### src/rtl/nic_pkg.sv
package nic_pkg;
  localparam int unsigned NIC_LINES = 8;
  localparam int unsigned NIC_IDX_W = $clog2(NIC_LINES);
endpackage

### src/rtl/nic_prio_enc.sv
module nic_prio_enc #(
  parameter int unsigned N = 8,
  localparam int unsigned W = $clog2(N)
) (
  input  logic [N-1:0] vec_i,
  output logic         any_o,
  output logic [W-1:0] idx_o,
  output logic [N-1:0] onehot_o
);
  always_comb begin
    idx_o = '0;
    for (int i = N - 1; i >= 0; i--) begin
      if (vec_i[i]) idx_o = W'(i);
    end
  end

  assign any_o    = |vec_i;
  assign onehot_o = vec_i & (~vec_i + 1'b1);
endmodule

### src/rtl/nic_pend_latch.sv
module nic_pend_latch #(
  parameter int unsigned N = 8
) (
  input  logic         clk_i,
  input  logic         rst_ni,
  input  logic [N-1:0] req_i,
  input  logic [N-1:0] clr_i,
  output logic [N-1:0] pend_o
);
  logic [N-1:0] req_q, pend_q, rise;

  assign rise = req_i & ~req_q;

  always_ff @(posedge clk_i or negedge rst_ni) begin
    if (!rst_ni) begin
      req_q  <= '0;
      pend_q <= '0;
    end else begin
      req_q  <= req_i;
      pend_q <= (pend_q & ~clr_i) | rise;  // fresh edge wins over clear
    end
  end

  assign pend_o = pend_q;

  for (genvar k = 0; k < N; k++) begin : g_chk
    assert_latch_R2: assert property (@(posedge clk_i) disable iff (!rst_ni)
      rise[k] |=> pend_q[k]);
    assert_clear_R5: assert property (@(posedge clk_i) disable iff (!rst_ni)
      (clr_i[k] && !rise[k]) |=> !pend_q[k]);
  end
endmodule

### src/rtl/nic_in_service.sv
module nic_in_service #(
  parameter int unsigned N = 8,
  localparam int unsigned W = $clog2(N)
) (
  input  logic         clk_i,
  input  logic         rst_ni,
  input  logic [N-1:0] set_i,
  input  logic         eos_i,
  output logic [N-1:0] isr_o,
  output logic         busy_o,
  output logic [W-1:0] top_idx_o
);
  logic [N-1:0] isr_q, top_oh;

  nic_prio_enc #(.N(N)) i_top_enc (
    .vec_i    (isr_q),
    .any_o    (busy_o),
    .idx_o    (top_idx_o),
    .onehot_o (top_oh)
  );

  always_ff @(posedge clk_i or negedge rst_ni) begin
    if (!rst_ni) isr_q <= '0;
    else         isr_q <= (isr_q & ~(eos_i ? top_oh : '0)) | set_i;
  end

  assign isr_o = isr_q;

  assert_retire_R6: assert property (@(posedge clk_i) disable iff (!rst_ni)
    (eos_i && set_i == '0 && isr_q != '0)
      |=> $countones(isr_q) == $past($countones(isr_q)) - 1);
  assert_enter_R5: assert property (@(posedge clk_i) disable iff (!rst_ni)
    (set_i != '0) |=> (isr_q & $past(set_i)) == $past(set_i));
endmodule

### src/rtl/nested_irq_ctrl.sv
module nested_irq_ctrl
  import nic_pkg::*;
#(
  parameter int unsigned N_LINES = NIC_LINES,
  localparam int unsigned IDX_W = $clog2(N_LINES)
) (
  input  logic               clk_i,
  input  logic               rst_ni,
  input  logic [N_LINES-1:0] req_i,
  input  logic [N_LINES-1:0] mask_i,
  input  logic               ack_i,
  input  logic               eos_i,
  output logic               irq_o,
  output logic [IDX_W-1:0]   vec_o
);
  logic [N_LINES-1:0] pend, eff, eff_oh, grant, isr;
  logic               eff_any, busy;
  logic [IDX_W-1:0]   isr_idx;

  nic_pend_latch #(.N(N_LINES)) i_pend (
    .clk_i  (clk_i),
    .rst_ni (rst_ni),
    .req_i  (req_i),
    .clr_i  (grant),
    .pend_o (pend)
  );

  assign eff = pend & ~mask_i;

  nic_prio_enc #(.N(N_LINES)) i_req_enc (
    .vec_i    (eff),
    .any_o    (eff_any),
    .idx_o    (vec_o),
    .onehot_o (eff_oh)
  );

  nic_in_service #(.N(N_LINES)) i_isr (
    .clk_i     (clk_i),
    .rst_ni    (rst_ni),
    .set_i     (grant),
    .eos_i     (eos_i),
    .isr_o     (isr),
    .busy_o    (busy),
    .top_idx_o (isr_idx)
  );

  // strictly more urgent than every active level
  assign irq_o = eff_any && (!busy || (vec_o < isr_idx));
  assign grant = (ack_i && irq_o) ? eff_oh : '0;

  assert_vec_pending_R3: assert property (@(posedge clk_i) disable iff (!rst_ni)
    eff_any |-> pend[vec_o]);
  assert_irq_unmasked_R7: assert property (@(posedge clk_i) disable iff (!rst_ni)
    irq_o |-> !mask_i[vec_o]);
  assert_irq_outranks_R4: assert property (@(posedge clk_i) disable iff (!rst_ni)
    irq_o |-> (isr & ((N_LINES'(1) << (vec_o + 1'b1)) - 1'b1)) == '0);
  assert_ack_ignored_R5: assert property (@(posedge clk_i) disable iff (!rst_ni)
    (ack_i && !irq_o && !eos_i) |=> $stable(isr));
endmodule

### config.mk
export PLATFORM = sky130hd
export DESIGN_NAME = nested_irq_ctrl
export DESIGN_NICKNAME = d
export VERILOG_FILES = /design/src/rtl/nic_pkg.sv /design/src/rtl/nic_prio_enc.sv /design/src/rtl/nic_pend_latch.sv /design/src/rtl/nic_in_service.sv /design/src/rtl/nested_irq_ctrl.sv
export SDC_FILE = /design/constraint.sdc
export NUM_CORES = 1
export LEC_CHECK = 0
export BUFFER_PORTS_ARGS = -buffer_cell sky130_fd_sc_hd__buf_2
export CORE_MARGIN = 1
export CORE_UTILIZATION = 35
export CTS_CLUSTER_SIZE = 20
export DETAILED_ROUTE_END_ITERATION = 8
export HOLD_SLACK_MARGIN = 0.15
export PLACE_DENSITY = 0.54
export SLEW_MARGIN = 10
export SYNTH_ARGS = -nofsm -noshare
export SYNTH_HDL_FRONTEND = slang
export SYNTH_SLANG_ARGS = --single-unit
### constraint.sdc
create_clock -name clk_i -period 2.76 [get_ports clk_i]
set_clock_uncertainty 0.15 [all_clocks]
set_input_delay 0.138 -clock clk_i [delete_from_list [all_inputs] [get_ports clk_i]]
set_output_delay 0.138 -clock clk_i [all_outputs]
set_load 0.005 [all_outputs]
==> flow_metrics.env <==
export IMPL_vias=1156
export IMPL_max_slew_worst_pin_slew_ns=0.575
export IMPL_grtUsageMet3_pct=3.65
export IMPL_area_growth_pct=41.2
export IMPL_cap_violations=0
export IMPL_cp_required_ns=2.47
export IMPL_synth_area_um2=1280
export IMPL_yosysWarnings=0
export IMPL_dp_hpwl_um=2030
export IMPL_reg2reg_to="i_pend.pend_o[3]"
export IMPL_setup_slack_ns=0.128
export IMPL_syn_area_per_cell_um2=9.64
export IMPL_rsz0062_at_grt="no"
export IMPL_startpoint_type="input pin"
export IMPL_final_antenna_net_count=0
export IMPL_root_buffer="clkbuf_4"
export IMPL_cts_tree="done"
export IMPL_use_met2_pct=28.7
export IMPL_htreeDepth=1
export IMPL_clockBufferDepth=2
export IMPL_cts_sinks=24
export IMPL_power_density_nw_per_um2=928
export IMPL_netlist_instances=133
export IMPL_avgRoutedWirePerCell_um=13.4
export IMPL_dieArea_um2=3910
export IMPL_layout_drive_gt1_share_pct=27.5
export IMPL_fin_nets=206
export IMPL_grt_pass1_wl_um=5250
export IMPL_cp_end_kind="output pin"
export IMPL_vias_per_cell=5.07
export IMPL_place_ws_ns=0.226
export IMPL_start_util_pct=37.5
export IMPL_grt_pass1_vias=1238
export IMPL_grt_max_degree=25
export IMPL_track_usage_pct=16.6
export IMPL_regToRegSetupSlack_ns=0.33
export IMPL_status="finished clean"
export IMPL_drt_pass1_iter_count=4
export IMPL_gp_congestion=0.796
export IMPL_fin_tns_setup_ns=0
export IMPL_hp_class="in -> async"
export IMPL_crit_type="in -> out"
export IMPL_crit_arrival_ns=2.34
export IMPL_grt_overflow_total=0
export IMPL_route_detailed_drc=0
export IMPL_finalHoldViolations=0
export IMPL_diodes=0
export IMPL_coreArea_um2=3420
export IMPL_clk_latency_ns=0.31
export IMPL_worstRegToRegCells=7
export IMPL_mostFrequentLayoutCell="dfrtp_1"
export IMPL_synth_fp_nets=155
export IMPL_period_needed_ns=2.63
export IMPL_leakage_nw=0.787
export IMPL_setup_viol=0
export IMPL_clk_pin_slew_ns=0.13
export IMPL_io_buffers=23
export IMPL_fp_row_count=21
export IMPL_slew_headroom_pct=61.4
export IMPL_die_h_um=62.5
export IMPL_chipWidth_um=62.5
export IMPL_grt_util_met1_pct=20.8
export IMPL_rr_startpoint="i_pend.pend_o[2]"
export IMPL_busiest_layer="met2"
export IMPL_fmaxAchievable_mhz=380
export IMPL_drt_initial_drc_count=30
export IMPL_numCtsBuffers=3
export IMPL_ys_ff_latch=24
export IMPL_antenna_found_initial=0
export IMPL_fin_crit_sh_pct=95.4
export IMPL_yosysSeqAreaShare_pct=46.8
export IMPL_cp_max_fo=3
export IMPL_wl_um=3060
export IMPL_ir_worst_vdd_v=0.000584
export IMPL_io_pins=24
export IMPL_slew_viol_final=0
export IMPL_synth_cell_types=35
export IMPL_layout_common_cells="24 x dfrtp_1, 23 x dlygate4sd3_1, 23 x buf_2"
Yosys cell counts:
cell / number / area [um^2]
nor4_4: 1 / 21.3
or2_2: 1 / 6.26
nand3_1: 2 / 10.0
nor3_1: 5 / 25.0
o31ai_2: 1 / 12.5
o21ai_0: 5 / 25.0
a211o_1: 1 / 8.76
ha_1: 2 / 25.0
o22ai_1: 1 / 6.26
a32o_1: 4 / 40.0
nand2b_1: 8 / 50.1
nand2b_2: 1 / 8.76
o31ai_1: 2 / 15.0
a21o_4: 1 / 15.0
inv_2: 1 / 3.75
o21a_1: 1 / 7.51
nor2b_1: 11 / 68.8
nand2_1: 12 / 45.0
and2_1: 2 / 12.5
buf_2: 1 / 5.00
clkbuf_1: 1 / 3.75
dfrtp_1: 24 / 601
nor2_1: 16 / 60.1
a31oi_1: 8 / 50.1
nor4_1: 4 / 25.0
o41ai_2: 1 / 16.3
nor2b_4: 1 / 13.8
inv_1: 5 / 18.8
a21oi_1: 3 / 15.0
nand4_1: 1 / 6.26
o22ai_2: 1 / 12.5
and2b_1: 1 / 7.51
buf_8: 1 / 15.0
a21oi_2: 2 / 17.5
a41oi_1: 1 / 8.76
how the worst max path moves through the flow:
stage	startpoint	end	slack [ns]	depth (start not counted)
finish	mask_i[4]	irq_o	0.13	11
global route	mask_i[2]	irq_o	0.02	11
global placement	i_pend.pend_o[3]	irq_o	0.32	9
floorplan	i_pend.pend_o[3]	i_pend.pend_o[7]	0.43	9
detailed placement	i_pend.pend_o[3]	i_pend.pend_o[7]	0.23	8
CTS	mask_i[5]	irq_o	0.006	11
stage by stage:
stage / cell area, um^2 / total power, mW / hold WS, ns / util [%] / std cells
finish: 1810 / 1.68 / 0.173 / 53.0 / 228
global route: 1810 / 1.82 / 0.201 / 53.0 / 228
CTS: 1690 / 1.48 / 0.187 / 49.6 / 225
detailed placement: 1430 / 1.28 / 0.00581 / 41.9 / 199
global placement: 1430 / 1.26 / 0.00353 / 41.9 / 199
floorplan: 1280 / 1.15 / -0.308 / - / 133
sequential cells by signal (all words and copies together), names as in the netlist:
name and count:
i_isr.isr_o 8, i_pend.req_q 8, i_pend.pend_o 8
what timing repair did:
action	4_1_cts	5_1_grt
cloned	0	0
buffers inserted	0	3
pin swaps	0	6
hold endpoints to repair	48	0
resized for setup	2	14
endpoints found under the setup margin	1	1
hold buffers	23	0
where the power goes:
part	switching [mW]	internal, mW
registers	0.0960	0.433
clock network	0.101	0.0511
logic	0.529	0.470
worst max-delay path, stage by stage:
cell and delay (ns):
dlygate4sd3_1 0.53, buf_2 0.14, nand2b_1 0.16, and2_4 0.15, a31oi_4 0.22, ha_4 0.24, a211o_1 0.29, a21oi_4 0.17
a21oi_4 0.07, nor2_1 0.12, buf_2 0.12
final cells by class:
| type | count | area, um^2 |
|---|---|---|
| well taps | 46 | 57.6 |
| clock buffers | 3 | 22.5 |
| repair buffers | 49 | 368 |
| fillers | 332 | 1610 |
| inverters | 6 | 22.5 |
| multi-input cells | 100 | 739 |
| flip-flops and latches | 24 | 601 |
cells by family after synthesis:
| family | synth area share, % |
|---|---|
| adders and majority gates | 1.95 |
| DFF | 46.8 |
| and+or+nand+nor | 28.1 |
| AOI/OAI and AO/OA | 19.5 |
| buffers and inverters | 3.61 |
layer usage:
| metal | up-vias | part of all wire [%] |
|---|---|---|
| li1 | 574 | - |
| met1 | 549 | 46 |
| met2 | 31 | 49 |
| met3 | 2 | 3.7 |
| met4 | 0 | 0.88 |
| met5 | - | 0 |
Note: power is estimated with default switching activity, not from simulation.
